===== config.mk =====
export PLATFORM = sky130hd
export DESIGN_NAME = rx_desc_ring_dma
export DESIGN_NICKNAME = d
export VERILOG_FILES = /design/src/rtl/rdr_pkg.sv /design/src/rtl/rdr_ring_index.sv /design/src/rtl/rdr_src_mux.sv /design/src/rtl/rdr_out_regs.sv /design/src/rtl/rx_desc_ring_dma.sv
export SDC_FILE = /design/constraint.sdc
export NUM_CORES = 1
export LEC_CHECK = 0
export ABC_CLOCK_PERIOD_IN_PS = 3100
export BUFFER_PORTS_ARGS = -buffer_cell sky130_fd_sc_hd__buf_2
export CORE_MARGIN = 2
export CORE_UTILIZATION = 55
export CTS_CLUSTER_SIZE = 14
export DETAILED_ROUTE_END_ITERATION = 7
export GPL_ROUTABILITY_DRIVEN = 0
export MAX_ROUTING_LAYER = met4
export PLACE_DENSITY = 0.81
export SLEW_MARGIN = 20
export SYNTH_ARGS = -nofsm -noshare
export SYNTH_HDL_FRONTEND = slang
export SYNTH_SLANG_ARGS = --single-unit

===== constraint.sdc =====
create_clock -name clk -period 3.1 [get_ports clk]
set_clock_uncertainty 0.1 [all_clocks]
set_input_delay 0.465 -clock clk [delete_from_list [all_inputs] [get_ports clk]]
set_output_delay 0.465 -clock clk [all_outputs]
set_load 0.05 [all_outputs]

===== src/rtl/rdr_pkg.sv =====
package rdr_pkg;
  typedef enum logic [3:0] {
    ST_IDLE, ST_RD1, ST_CK1, ST_RD0, ST_LD0,
    ST_RD2, ST_LD2, ST_XFER, ST_WB, ST_STALL
  } rdr_state_e;

  localparam int OWN_BIT    = 15;
  localparam int TCE_BIT    = 15;
  localparam int DESC_BYTES = 6;
endpackage


===== src/rtl/rdr_ring_index.sv =====
module rdr_ring_index #(
  parameter int RING_N = 4,
  localparam int IDX_W = (RING_N > 1) ? $clog2(RING_N) : 1
)(
  input  logic             clk,
  input  logic             rst,
  input  logic             load,
  input  logic [IDX_W-1:0] load_val,
  input  logic             adv,
  output logic [IDX_W-1:0] idx
);
  localparam logic [IDX_W-1:0] LAST = IDX_W'(RING_N - 1);

  always_ff @(posedge clk) begin
    if (rst) begin
      idx <= '0;
    end else if (load) begin
      idx <= (load_val > LAST) ? '0 : load_val;
    end else if (adv) begin
      idx <= (idx == LAST) ? '0 : idx + 1'b1;
    end
  end


  idx_in_ring_chk: assert property (@(posedge clk) disable iff (rst)
    (adv && !load && idx == LAST) |=> idx == '0);
endmodule


===== src/rtl/rdr_src_mux.sv =====
module rdr_src_mux (
  input  logic       sel,
  input  logic       take,
  input  logic       a_valid,
  input  logic [7:0] a_data,
  input  logic       a_last,
  input  logic       b_valid,
  input  logic [7:0] b_data,
  input  logic       b_last,
  output logic       a_ready,
  output logic       b_ready,
  output logic       s_valid,
  output logic [7:0] s_data,
  output logic       s_last
);
  always_comb begin
    a_ready = take & ~sel;
    b_ready = take & sel;
    s_valid = sel ? b_valid : a_valid;
    s_data  = sel ? b_data  : a_data;
    s_last  = sel ? b_last  : a_last;
  end
endmodule


===== src/rtl/rdr_out_regs.sv =====
module rdr_out_regs (
  input  logic       clk,
  input  logic       rst,
  input  logic       ev_eop,
  input  logic       ev_unav,
  input  logic       ev_tc,
  input  logic       en_eop,
  input  logic       en_unav,
  input  logic       en_tc,
  input  logic [1:0] prio_in,
  output logic       irq_eop,
  output logic       irq_unav,
  output logic       irq_tc,
  output logic [1:0] chan_prio
);
  always_ff @(posedge clk) begin
    if (rst) begin
      irq_eop   <= 1'b0;
      irq_unav  <= 1'b0;
      irq_tc    <= 1'b0;
      chan_prio <= 2'b00;
    end else begin
      irq_eop   <= ev_eop & en_eop;
      irq_unav  <= ev_unav & en_unav;
      irq_tc    <= ev_tc & en_tc;
      chan_prio <= (prio_in == 2'b11) ? 2'b00 : prio_in;
    end
  end


  prio_high_chk: assert property (@(posedge clk) disable iff (rst)
    (prio_in == 2'b10) |=> (chan_prio == 2'b10));
endmodule


===== src/rtl/rx_desc_ring_dma.sv =====
module rx_desc_ring_dma
  import rdr_pkg::*;
#(
  parameter int AW = 20,
  parameter int CNT_W = 12,
  parameter int RING_N = 4,
  parameter logic [AW-1:0] DESC_BASE = 'h00100,
  localparam int IDX_W = (RING_N > 1) ? $clog2(RING_N) : 1
)(
  input  logic             clk,
  input  logic             rst,
  input  logic             ctl_en,
  input  logic             ctl_eop_ie,
  input  logic             ctl_unav_ie,
  input  logic             ctl_tc_ie,
  input  logic             ctl_keep_own,
  input  logic             ctl_src_sel,
  input  logic [1:0]       ctl_prio,
  input  logic             ctl_poll,
  input  logic             idx_load,
  input  logic [IDX_W-1:0] idx_val,
  input  logic             a_valid,
  input  logic [7:0]       a_data,
  input  logic             a_last,
  output logic             a_ready,
  input  logic             b_valid,
  input  logic [7:0]       b_data,
  input  logic             b_last,
  output logic             b_ready,
  output logic [AW-1:0]    mem_addr,
  output logic             mem_re,
  output logic             mem_we,
  output logic             mem_wide,
  output logic [15:0]      mem_wdata,
  input  logic [15:0]      mem_rdata,
  output logic             irq_eop,
  output logic             irq_unav,
  output logic             irq_tc,
  output logic [1:0]       chan_prio
);
  localparam int HI_W = AW - 16;

  rdr_state_e       state;
  logic [15:0]      w1_q, lo_q;
  logic [CNT_W-1:0] cnt_q, off_q, off_nx;
  logic             tce_q, eop_q, full_q;
  logic [IDX_W-1:0] idx;
  logic [AW-1:0]    desc_a, buf_a;
  logic             take, s_valid, s_last, adv, ld_ok;
  logic [7:0]       s_data;
  logic             ev_eop, ev_unav, ev_tc;
  logic             unused_w2;

  assign unused_w2 = ^mem_rdata[14:CNT_W];
  assign off_nx    = off_q + CNT_W'(1);
  assign desc_a    = DESC_BASE + AW'(idx) * AW'(DESC_BYTES);
  assign buf_a     = {w1_q[HI_W-1:0], lo_q} + AW'(off_q);
  assign ld_ok     = idx_load && (state == ST_IDLE || state == ST_STALL);

  rdr_ring_index #(.RING_N(RING_N)) u_idx (
    .clk(clk), .rst(rst), .load(ld_ok), .load_val(idx_val), .adv(adv), .idx(idx));

  rdr_src_mux u_mux (
    .sel(ctl_src_sel), .take(take),
    .a_valid(a_valid), .a_data(a_data), .a_last(a_last),
    .b_valid(b_valid), .b_data(b_data), .b_last(b_last),
    .a_ready(a_ready), .b_ready(b_ready),
    .s_valid(s_valid), .s_data(s_data), .s_last(s_last));

  rdr_out_regs u_out (
    .clk(clk), .rst(rst), .ev_eop(ev_eop), .ev_unav(ev_unav), .ev_tc(ev_tc),
    .en_eop(ctl_eop_ie), .en_unav(ctl_unav_ie), .en_tc(ctl_tc_ie),
    .prio_in(ctl_prio), .irq_eop(irq_eop), .irq_unav(irq_unav),
    .irq_tc(irq_tc), .chan_prio(chan_prio));

  always_comb begin
    mem_re = 1'b0; mem_we = 1'b0; mem_wide = 1'b0;
    mem_addr = desc_a; mem_wdata = '0; take = 1'b0; adv = 1'b0;
    ev_eop = 1'b0; ev_unav = 1'b0; ev_tc = 1'b0;
    case (state)
      ST_RD1: begin mem_re = 1'b1; mem_addr = desc_a + AW'(2); end
      ST_CK1: ev_unav = ~mem_rdata[OWN_BIT];
      ST_RD0: mem_re = 1'b1;
      ST_RD2: begin mem_re = 1'b1; mem_addr = desc_a + AW'(4); end
      ST_XFER: begin
        take = 1'b1;
        if (s_valid) begin
          mem_we = 1'b1; mem_addr = buf_a; mem_wdata = {8'h00, s_data};
        end
      end
      ST_WB: begin
        adv = 1'b1; ev_eop = eop_q; ev_tc = full_q & tce_q;
        if (!ctl_keep_own) begin
          mem_we = 1'b1; mem_wide = 1'b1; mem_addr = desc_a + AW'(2);
          mem_wdata = {1'b0, w1_q[14:0]};
        end
      end
      default: ;
    endcase
  end

  always_ff @(posedge clk) begin
    if (rst) begin
      state <= ST_IDLE; w1_q <= '0; lo_q <= '0; cnt_q <= '0; off_q <= '0;
      tce_q <= 1'b0; eop_q <= 1'b0; full_q <= 1'b0;
    end else begin
      case (state)
        ST_IDLE: if (ctl_en) state <= ST_RD1;
        ST_RD1:  state <= ST_CK1;
        ST_CK1: begin
          if (mem_rdata[OWN_BIT]) begin w1_q <= mem_rdata; state <= ST_RD0; end
          else state <= ST_STALL;
        end
        ST_RD0:  state <= ST_LD0;
        ST_LD0:  begin lo_q <= mem_rdata; state <= ST_RD2; end
        ST_RD2:  state <= ST_LD2;
        ST_LD2: begin
          cnt_q <= mem_rdata[CNT_W-1:0]; tce_q <= mem_rdata[TCE_BIT];
          off_q <= '0; state <= ST_XFER;
        end
        ST_XFER: if (s_valid) begin
          off_q <= off_nx;
          if (s_last || off_nx == cnt_q) begin
            eop_q <= s_last; full_q <= (off_nx == cnt_q); state <= ST_WB;
          end
        end
        ST_WB:    state <= ctl_en ? ST_RD1 : ST_IDLE;
        ST_STALL: if (!ctl_en) state <= ST_IDLE; else if (ctl_poll) state <= ST_RD1;
        default:  state <= ST_IDLE;
      endcase
    end
  end


  owned_write_chk: assert property (@(posedge clk) disable iff (rst)
    (mem_we && !mem_wide) |-> w1_q[OWN_BIT]);

  within_count_chk: assert property (@(posedge clk) disable iff (rst)
    (mem_we && !mem_wide) |-> (off_q < cnt_q || cnt_q == '0));

  own_release_chk: assert property (@(posedge clk) disable iff (rst)
    (mem_we && mem_wide) |-> (!mem_wdata[OWN_BIT] && !ctl_keep_own));

  stall_quiet_chk: assert property (@(posedge clk) disable iff (rst)
    (state == ST_STALL && !ctl_poll) |=> (!mem_re && !mem_we));

  tc_on_close_chk: assert property (@(posedge clk) disable iff (rst)
    irq_tc |-> ($past(state) == ST_WB && $past(full_q && tce_q)));

  eop_on_close_chk: assert property (@(posedge clk) disable iff (rst)
    irq_eop |-> ($past(state) == ST_WB));

  one_ready_chk: assert property (@(posedge clk) disable iff (rst)
    $onehot0({a_ready, b_ready}));
endmodule


# After elaboration in Yosys (flattened, before gate mapping)
# Cells that the tools add are included.
totals:
  regBits: 69
  inputBits: 50
  output_inout_bits: 46
  elab_cells: 90
op_classes:
  n_addsub: 6
  n_mul: 1
  order_cmp: 1
  n_eq_ne: 16
  mux: 33
  bitwise_logic: 8
  n_reduce_logical: 12
op_table:
  columns: ["op", "n"]
  rows:
  - ["$pmux W20 S4", 1]
  - ["$pmux W4 S10", 1]
  - ["$pmux W15 S2", 1]
  - ["$mux W4", 6]
  - ["$pmux W12 S2", 1]
  - ["$add A20 B12 Y20", 1]
  - ["$mux W20", 1]
  - ["$eq A4 B3 Y1 const B", 4]
  - ["$mux W8", 2]
  - ["$mux W15", 1]
  - ["$add A12 B1 Y12 const B", 1]
  - ["$eq A12 B12 Y1", 1]
  - ["$mux W1", 12]
  - ["$mux W12", 1]
  - ["$add A10 B2 Y11 const B", 1]
  - ["$add A10 B3 Y11 const B", 1]
  - ["$mux W11", 1]
  - ["$add A9 B5 Y10 const A", 1]
  - ["$eq A4 B2 Y1 const B", 2]
  - ["$eq A4 B4 Y1 const B", 2]
  - ["$mux W2", 4]
  - ["$and A1 B1 Y1", 6]
  - ["$ne A2 B2 Y1 const B", 3]
  - ["$eq A2 B2 Y1 const B", 2]
  - ["other kinds (16)", 20]

# Longest topological paths before layout
# Gate-level depths: netlist of the first run.
depth:
  depth_word: 6
  ltp_mapped: 9
  mapped_depth_nobuf: 9

# Modules after synthesis
# A second synthesis of the first run with hierarchy kept.
unflattened:
  cells_unflattened: 603
  hier_area_um2: 4640.7
modules_own_cells:
  columns: ["module", "instances", "cells_per_inst", "area_each_um2", "seq_area_each_um2"]
  rows:
  - ["rx_desc_ring_dma", 1, 569, 4212.8, 1241.2]
  - ["rdr_src_mux", 1, 13, 170.2, 0.0]
  - ["rdr_out_regs", 1, 10, 141.4, 100.1]
  - ["rdr_ring_index", 1, 11, 116.4, 40.0]

# Worst setup path after synthesis of the first run
# Ideal clock, no wire load.
synth_path:
  path_type: "flip-flop to output port"
  start: "register off_q[0]"
  end: "output mem_addr[12]"
  arrival_time_ns: 3.036
  required_ns: 2.535
  slack_ns: -0.501
  stages_incl_launch_ff: 10
  path_buffers: 0
  cell_sequence: "dfxtp_1 -> ha_1 -> inv_1 -> fa_1 -> nor2b_1 -> o2111ai_1 -> a21boi_0 -> o2111a_1 -> nor3_1 -> nor3_1"
synth_between:
  elab_chain_cells: 3
synth_rtl:
  columns: ["item", "line_no", "rtl"]
  rows:
  - ["start: declaration", "rx_desc_ring_dma.sv:45", "logic [CNT_W-1:0] cnt_q, off_q, off_nx;"]
  - ["start signal: assignment", "rx_desc_ring_dma.sv:122", "off_q <= off_nx;"]
  - ["$add A20 B12 Y20", "rx_desc_ring_dma.sv:57", "assign buf_a = {w1_q[HI_W-1:0], lo_q} + AW'(off_q);"]
  - ["$mux W20", "rx_desc_ring_dma.sv:87", "if (s_valid) begin"]
  - ["$pmux W20 S4", "rx_desc_ring_dma.sv:80", "case (state)"]
  - ["end: declaration", "rx_desc_ring_dma.sv:30", "output logic [AW-1:0] mem_addr,"]
# No other way between the ends.

# Final worst setup path of the first run
layout_path:
  start: "register off_q[0]"
  end: "output mem_addr[14]"
# Same word-level chain as after synthesis.

==> impl_summary.log, run 1 <==
INFO  metric outcome = finished clean
INFO  metric clkSlewWorstSetupHoldPaths = 0.07 ns
INFO  metric critical-path-max-stage-delay = 0.36 ns
INFO  metric worst-endpoint-arrival = 2.51 ns
INFO  metric finalCriticalPeriod = 3.07 ns
INFO  metric grt_antenna_before_repair = 0
INFO  metric post-place-cells = 760
INFO  metric synth.avg_cell_area = 7.62 µm²
INFO  metric flow.area_growth_from_synthesis = 27.6%
INFO  metric clock_insertion_delay_worst_skew = 0.35 ns
INFO  metric place_hpwl = 8880 µm
INFO  metric critPathCaptureType = output port
INFO  metric static-leakage-power = 2.35 nW
INFO  metric power_per_cell_area = 367 nW/µm²
INFO  metric drt_iter0_markers = 340
INFO  metric synthArstFlopShare = 0
INFO  metric placement.setup.worst_slack = 0.0347 ns
INFO  metric warning_count_from_the_yosys_run = 0
INFO  metric grt.total_usage = 0.296
INFO  metric ioPinCount = 96
INFO  metric finalSetupViolCount = 0
INFO  metric drt-total-wl = 12900 µm
INFO  metric io_buffers = 94
INFO  metric postSynth.topFlopCell = sky130_fd_sc_hd__dfxtp_1
INFO  metric worst-setup-path-type = reg2out
INFO  metric clock_tree.root_cell = sky130_fd_sc_hd__clkbuf_8
INFO  metric design.final.nets = 745
INFO  metric nFillCells = 572
INFO  metric cp_max_fo = 5
INFO  metric drtPass1Iterations = 5
INFO  metric timing_hold_violations_final = 0
INFO  metric critical-path-slowest-cell = sky130_fd_sc_hd__dfxtp_2
INFO  metric initial_util = 0.565
INFO  metric cp.required = 2.53 ns
INFO  metric die_outline_area = 8670 µm²
INFO  metric vias_in_the_first_global_route = 4338
INFO  metric via_per_inst = 5.95
INFO  metric edff_count_synth = 0
INFO  metric finalMaxSlewViolations = 0
INFO  metric synth_seq_area_share = 0.316
INFO  metric unrepaired_setup_endpoints_after_global_routing = true
INFO  metric irDropWorstVdd = 0.000270 V
INFO  metric clk_path_buf_depth = 2
INFO  metric antennaDiodeCount = 0
INFO  metric tightest_slew = 0.884 ns
INFO  metric die_height = 93.1 µm
INFO  metric setup_slack = 0.0250 ns
INFO  metric non_filler_instance_count_after_layout = 782
INFO  metric netlist-cell-type-count = 65
INFO  metric maximum_number_of_pins_on_one_net_before_global_route_repair = 48
INFO  metric postSynthRegisterBits = 69
INFO  metric cp-start-kind = register
INFO  metric clock.fmax = 325 MHz
INFO  metric layout.core_utilization = 0.721
INFO  metric route.vias.total = 4655
INFO  metric final.period_utilization = 0.992
INFO  metric path_cells = ha_4, inv_2, fa_2, nor2b_2, o2111ai_2, a21boi_2, o2111a_2, o211ai_1, mux2i_4, buf_6
INFO  metric ctsHtreeMaxLevel = 3
INFO  metric core_area = 7730 µm²
INFO  metric grt_overflow_total = 0
INFO  metric drc_errors = 0
INFO  metric share_of_layout_cells_above_drive_strength_1 = 0.279
INFO  metric tritoncts_num_sinks = 69
INFO  metric grt_first_pass_wirelength = 20100 µm
INFO  metric critPathTopFamily = compound AO/OA/AOI/OAI gates
INFO  metric timing.max_cap.violations = 0
INFO  metric syn_nets = 642
INFO  metric number_of_buffers_and_inverters_on_the_critical_path = 2
INFO  metric floorplan.rows = 32
INFO  metric detail_route.wl_per_cell = 16.5 µm
INFO  metric slew_headroom = 0.411
INFO  metric netlist_area = 4370 µm²
INFO  metric tritoncts = done
INFO  metric hp-class = in2reg
INFO  metric chipWidth = 93.1 µm
INFO  metric remaining_antenna_violation_count_after_routing = 0
INFO  metric cts_made_buffers = 9
INFO  metric synthCells = 573
-- report_power, final --
| part | switching, mW | internal [mW] |
|---|---|---|
| logic | 0.173 | 0.0952 |
| registers | 0.0186 | 0.904 |
| clock network | 0.342 | 0.515 |
-- worst register-to-register path: cells and delay by family (launching register included) --
family / cells / cell delay, ns
DFF: 1 / 0.36
and+or+nand+nor: 3 / 1.00
adders and majority gates: 1 / 0.32
AOI/OAI and AO/OA: 2 / 0.49
buffers and inverters: 1 / 0.15
-- flip-flops by register name, summed over array words and instances, names as in the netlist, 2 cells and up --
register	count
w1_q	15
u_out.chan_prio	2
state	4
off_q	12
u_idx.idx	2
lo_q	16
cnt_q	12
-- metrics by stage --
step	cell area (µm²)	power (mW)	hold slack, ns	setup TNS, ns
global placement	5060	1.19	0.336	0
global route	5570	2.12	0.193	-0.271
floorplan	4430	1.11	0.314	-1.55
detailed placement	5060	1.20	0.343	0
CTS	5440	2.04	0.182	-0.0839
finish	5570	2.05	0.186	0
-- final timing paths --
kind	depth (start not counted)	startpoint	slack (ns)	end
min reg2reg	2	tce_q	0.35	u_out.irq_tc
max reg2reg	7	off_q[0]	0.60	full_q
max	10	off_q[0]	0.03	mem_addr[14]
min	2	ctl_prio[1]	0.19	u_out.chan_prio[0]
-- timing repair --
action,in CTS,in global routing
hold buffers,0,0
gates resized for setup,30,32
pin swaps,6,10
setup buffers,6,1
endpoints found under the setup margin,10,13
-- placed cells by master, fill, tap and decap left out, drive strengths merged, types with 3 or more instances in the layout --
master and instances:
buf 125, nand2 96, dfxtp 69, a21oi 63
nor2 52, o21ai 35, mux2i 30, ha 18
nor3 15, xnor2 14, inv 13, clkbuf 12
nand3 10, and2 10, or3 10, nand2b 8
xor2 8, and3 7, a31oi 7, nor2b 6
o211ai 6, nor3b 6, or2 6, a21o 5
o21a 5, a21boi 3, nand4 3, and4 3
a211oi 3
-- synth_stat cells, types with 3 or more instances --
master,number,area share
sky130_fd_sc_hd__a21boi_0,3,0.0052
sky130_fd_sc_hd__a21o_1,5,0.0086
sky130_fd_sc_hd__a21oi_1,63,0.072
sky130_fd_sc_hd__a31oi_1,7,0.010
sky130_fd_sc_hd__and2_1,9,0.013
sky130_fd_sc_hd__and3_1,7,0.010
sky130_fd_sc_hd__buf_2,7,0.0080
sky130_fd_sc_hd__buf_6,3,0.0077
sky130_fd_sc_hd__clkbuf_1,19,0.016
sky130_fd_sc_hd__dfxtp_1,69,0.32
sky130_fd_sc_hd__ha_1,18,0.052
sky130_fd_sc_hd__inv_1,13,0.011
sky130_fd_sc_hd__mux2i_1,30,0.069
sky130_fd_sc_hd__nand2_1,96,0.082
sky130_fd_sc_hd__nand2b_1,8,0.011
sky130_fd_sc_hd__nand3_1,10,0.011
sky130_fd_sc_hd__nor2_1,52,0.045
sky130_fd_sc_hd__nor2b_1,6,0.0086
sky130_fd_sc_hd__nor3_1,15,0.017
sky130_fd_sc_hd__nor3b_1,6,0.010
sky130_fd_sc_hd__o211ai_1,5,0.0086
sky130_fd_sc_hd__o21a_1,5,0.0086
sky130_fd_sc_hd__o21ai_0,33,0.038
sky130_fd_sc_hd__or2_0,3,0.0043
sky130_fd_sc_hd__or3_1,10,0.014
sky130_fd_sc_hd__xnor2_1,13,0.026
sky130_fd_sc_hd__xor2_1,8,0.016
-- layer usage --
metal  GRT usage  part of all wire  vias to the layer above
li1            -                 -                     2210
met4       0.137             0.032                        0
met5           -                 0                        -
met1       0.353              0.42                     2183
met2       0.494              0.48                      220
met3      0.0467             0.073                       42
-- cell type report --
class	instances	area, µm²	area share
Sequential cell	69	1390	0.250
Tap cell	102	128	0.0229
Inverter	13	48.8	0.00875
Timing Repair Buffer	125	779	0.140
Multi-Input combinational cell	458	2990	0.537
Clock inverter	3	67.6	0.0121
Clock buffer	12	165	0.0296
-- cells by family (layout without fill, tap and decap cells) --
logic type | Yosys count | count (layout) | synth area share
and+or+nand+nor | 239 | 239 | 0.260
AOI/OAI and AO/OA | 146 | 146 | 0.201
DFF | 69 | 69 | 0.316
buffers and inverters | 46 | 153 | 0.0484
muxes | 31 | 31 | 0.0713
xor gates and xnor gates | 22 | 22 | 0.0458
adders and majority gates | 19 | 19 | 0.0561
other | 1 | 1 | 0.000859
Power figures use the tool's default switching activity.
==> run 2, diff against run 1 <==
Settings changed: ABC_AREA set to 1, CELL_PAD_IN_SITES_DETAIL_PLACEMENT set to 1, CELL_PAD_IN_SITES_GLOBAL_PLACEMENT set to 1, CORE_UTILIZATION 55 to 38, PLACE_DENSITY 0.81 to unset, PLACE_DENSITY_LB_ADDON set to 0.1.
==> run 2 against run 1 <==
Against the previous run:
- count of clock-buffer cells in the layout rose by 1
- highest routed layer unchanged
- first-iteration DRC count down 49%
- register-to-register slack better by 0.04 ns
- combinational power grew to 4.6 times the previous value
- hold slack better by 0.015 ns
- clock power rose by 9.3%
- largest power group is now combinational logic
- via count up 3.1%
- worst setup slack improved by 0.12 ns
==> impl_summary.log, run 2 <==
INFO  metric via_per_inst = 5.28 (-11%)
INFO  metric most_frequently_used_cell_type_in_the_post_synthesis_netlist = sky130_fd_sc_hd__nand2_1
INFO  metric chipWidth = 111 µm (+19%)
INFO  metric finalMaxSlewViolations = 0 (unchanged)
INFO  metric ioPinCount = 96 (unchanged)
INFO  metric flow.area_growth_from_synthesis = 24.6%
INFO  metric die_outline_area = 12200 µm² (+41%)
INFO  metric floorplan.rows = 38 (+19%)
INFO  metric initial_util = 0.393 (-0.172)
INFO  metric share_of_layout_cells_above_drive_strength_1 = 0.207 (-0.0726)
INFO  metric tightest_slew = 0.636 ns (-0.248 ns)
INFO  metric timing_hold_violations_final = 0 (unchanged)
INFO  metric drt_iter0_markers = 175 (-49%)
INFO  metric place_hpwl = 11200 µm (+27%)
INFO  metric layout.cells.most_common_list = sky130_fd_sc_hd__nand2_1, sky130_fd_sc_hd__nor2_1, sky130_fd_sc_hd__buf_2, sky130_fd_sc_hd__inv_1, sky130_fd_sc_hd__a21oi_1
INFO  metric timing.max_cap.violations = 0 (unchanged)
INFO  metric largest_register_ff_count = 16 (unchanged)
INFO  metric layout.cells.most_common = sky130_fd_sc_hd__nand2_1
INFO  metric grt_first_pass_wirelength = 24300 µm (+21%)
INFO  metric p_switching = 1.37 mW (+160%)
INFO  metric clock_power_share = 0.280 (-0.139)
INFO  metric setup_slack = 0.144 ns (+0.119 ns)
INFO  metric maximum_number_of_pins_on_one_net_before_global_route_repair = 47 (-2.1%)
INFO  metric layout.core_utilization = 0.490 (-0.232)
INFO  metric die_height = 111 µm (+19%)
INFO  metric cts_made_buffers = 9 (unchanged)
INFO  metric synth.top_cells.by_count = sky130_fd_sc_hd__nand2_1, sky130_fd_sc_hd__nor2_1, sky130_fd_sc_hd__inv_1
INFO  metric power_per_cell_area = 621 nW/µm² (+69%)
INFO  metric cp-start-kind = register
INFO  metric outcome = finished clean
INFO  metric clock_insertion_delay_worst_skew = 0.34 ns (about the same)
INFO  metric drt-total-wl = 14800 µm (+15%)
INFO  metric remaining_antenna_violation_count_after_routing = 0 (unchanged)
INFO  metric grt.total_usage = 0.253 (-0.0438)
INFO  metric postSynthRegisterBits = 69 (unchanged)
INFO  metric cp.required = 2.53 ns (about the same)
INFO  metric clock_tree.root_cell = sky130_fd_sc_hd__clkbuf_16
INFO  metric biggestRegsByFlops = lo_q (16), w1_q (15)
INFO  metric netlist-cell-type-count = 42 (-35%)
INFO  metric synth_top_area_cell = sky130_fd_sc_hd__dfxtp_1
INFO  metric synthCells = 666 (+16%)
INFO  metric tritoncts = done
INFO  metric synth_seq_area_share = 0.320 (+0.00385)
INFO  metric edff_count_synth = 0 (unchanged)
INFO  metric grt_antenna_before_repair = 0 (unchanged)
INFO  metric final.period_utilization = 0.954 (-0.0384)
INFO  metric critPathCaptureType = output port
INFO  metric core_area = 11000 µm² (+42%)
INFO  metric placement.setup.worst_slack = 0.0583 ns (+0.0236 ns)
INFO  metric synthTopCellsByArea = sky130_fd_sc_hd__dfxtp_1, sky130_fd_sc_hd__nand2_1, sky130_fd_sc_hd__a21oi_1
INFO  metric tritoncts_num_sinks = 69 (unchanged)
INFO  metric route.vias.total = 4799 (+3.1%)
INFO  metric vias_in_the_first_global_route = 4990 (+15%)
INFO  metric top_register = lo_q
INFO  metric warning_count_from_the_yosys_run = 0 (unchanged)
INFO  metric grt_overflow_total = 0 (unchanged)
INFO  metric synth.avg_cell_area = 6.48 µm² (-15%)
INFO  metric static-leakage-power = 2.47 nW (+5.3%)
INFO  metric clkSlewWorstSetupHoldPaths = 0.05 ns (-0.02 ns)
INFO  metric detail_route.wl_per_cell = 16.3 µm (-1.1%)
INFO  metric hp-class = in2reg
INFO  metric drc_errors = 0 (unchanged)
INFO  metric combPwrFrac = 0.370 (+0.239)
INFO  metric cp_max_fo = 4 (-1)
INFO  metric worst-endpoint-arrival = 2.39 ns (-0.12 ns)
INFO  metric clock.fmax = 338 MHz (+4.0%)
INFO  metric ctsHtreeMaxLevel = 3 (unchanged)
INFO  metric switching_share = 0.411 (+0.150)
INFO  metric worst-setup-path-type = reg2out
INFO  metric netlist_area = 4320 µm² (-1.2%)
INFO  metric finalSetupViolCount = 0 (unchanged)
INFO  metric finalCriticalPeriod = 2.96 ns (-0.119 ns)
INFO  metric cts_hold_buffers = 0 (unchanged)
INFO  metric irDropWorstVdd = 0.000364 V (+35%)
INFO  metric yosysTopAreaCellShare = 0.320 (+0.00385)
INFO  metric antennaDiodeCount = 0 (unchanged)
INFO  metric slew_headroom = 0.573 (+0.163)
INFO  metric design.final.nets = 834 (+12%)
INFO  metric p_int = 1.97 mW (+30%)
INFO  metric drtPass1Iterations = 4 (-1)
INFO  metric synthArstFlopShare = 0 (unchanged)
INFO  metric clk_path_buf_depth = 2 (unchanged)
INFO  metric portion_of_total_power_attributed_to_sequential_cells = 0.350 (-0.100)
INFO  metric io_buffers = 94 (unchanged)
INFO  metric syn_nets = 735 (+14%)
INFO  metric postSynth.topFlopCell = sky130_fd_sc_hd__dfxtp_1
==> run 2: cell count changes in the layout (fill, tap and decap cells not counted), moves of 16 or more <==
cell / change
sky130_fd_sc_hd__nor2_1: +33
sky130_fd_sc_hd__mux2i_1: -17
sky130_fd_sc_hd__nand3_1: +38
sky130_fd_sc_hd__nand2_1: +35
sky130_fd_sc_hd__buf_4: -16
sky130_fd_sc_hd__inv_1: +67
sky130_fd_sc_hd__o21ai_0: +34
==> run 2: worst max-delay path, stage by stage, from the launching register on <==
cell and delay (ns):
sky130_fd_sc_hd__dfxtp_2 0.33, sky130_fd_sc_hd__ha_2 0.17, sky130_fd_sc_hd__inv_1 0.05, sky130_fd_sc_hd__fa_2 0.34
sky130_fd_sc_hd__nand3b_1 0.16, sky130_fd_sc_hd__nand2_1 0.09, sky130_fd_sc_hd__nand3_1 0.08, sky130_fd_sc_hd__nand2_2 0.10
sky130_fd_sc_hd__a21boi_2 0.07, sky130_fd_sc_hd__inv_2 0.09, sky130_fd_sc_hd__o2bb2ai_4 0.14, sky130_fd_sc_hd__a21oi_1 0.09
sky130_fd_sc_hd__nor2_1 0.16, sky130_fd_sc_hd__buf_6 0.18
==> run 2: cell families after synthesis <==
| family | synth area share |
|---|---|
| other | 0.000869 |
| flip-flops | 0.320 |
| multiplexers | 0.0232 |
| AND/OR/NAND/NOR | 0.294 |
| buffers and inverters | 0.0977 |
| AO/OA/AOI/OAI | 0.197 |
| adder cells (fa/ha/maj) | 0.0568 |
| XOR/XNOR | 0.0101 |
==> run 2: power by group through the flow <==
stage          Sequential, mW  Combinational [mW]  Clock [mW]
6_report                 1.17                1.24       0.937
5_1_grt                  1.20                1.37       0.990
4_1_cts                  1.17                1.22       0.963
3_5_place_dp             1.19                1.21           0
3_3_place_gp             1.18                1.16           0
2_1_floorplan            1.15               0.877           0
==> run 2: metrics by stage <==
| step | instances | TNS [ns] | instance area [µm²] | hold WS, ns | power [mW] |
|---|---|---|---|---|---|
| 2_1_floorplan | 666 | -0.0227 | 4330 | 0.330 | 2.03 |
| 3_3_place_gp | 890 | 0 | 4980 | 0.346 | 2.34 |
| 3_5_place_dp | 890 | 0 | 4980 | 0.349 | 2.39 |
| 4_1_cts | 906 | 0 | 5300 | 0.191 | 3.35 |
| 5_1_grt | 909 | -0.0346 | 5380 | 0.198 | 3.56 |
| 6_report | 909 | 0 | 5380 | 0.201 | 3.34 |
==> run 2: layout make-up <==
type / count / area, µm²
repair buffers: 110 / 647
multi-input cells: 489 / 2580
well taps: 140 / 175
flip-flops and latches: 69 / 1390
clock buffers: 13 / 250
clock inverters: 2 / 10.0
inverters: 86 / 327
fillers: 1463 / 5600
==> run 2: timing repair <==
action / CTS / global route
pin swaps: 3 / 3
resized for setup: 17 / 28
buffers inserted: 1 / 3
cloned: 0 / 0
setup endpoints to repair: 5 / 13
==> run 2: worst paths after layout <==
check	from	endpoint	slack [ns]	depth (start not counted)
setup / recovery	off_q[0]	mem_addr[18]	0.14	13
hold / removal	ctl_prio[1]	u_out.chan_prio[0]	0.20	2
setup reg to reg	off_q[0]	state[2]	0.64	15
hold reg to reg	w1_q[14]	w1_q[14]	0.35	2
==> run 2: per-layer routing <==
| metal | GRT usage | vias up | share of wire |
|---|---|---|---|
| li1 | - | 2379 | - |
| met1 | 0.314 | 2306 | 0.46 |
| met2 | 0.425 | 107 | 0.49 |
| met3 | 0.0532 | 7 | 0.046 |
| met4 | 0.0525 | 0 | 0.0081 |
| met5 | - | - | 0 |
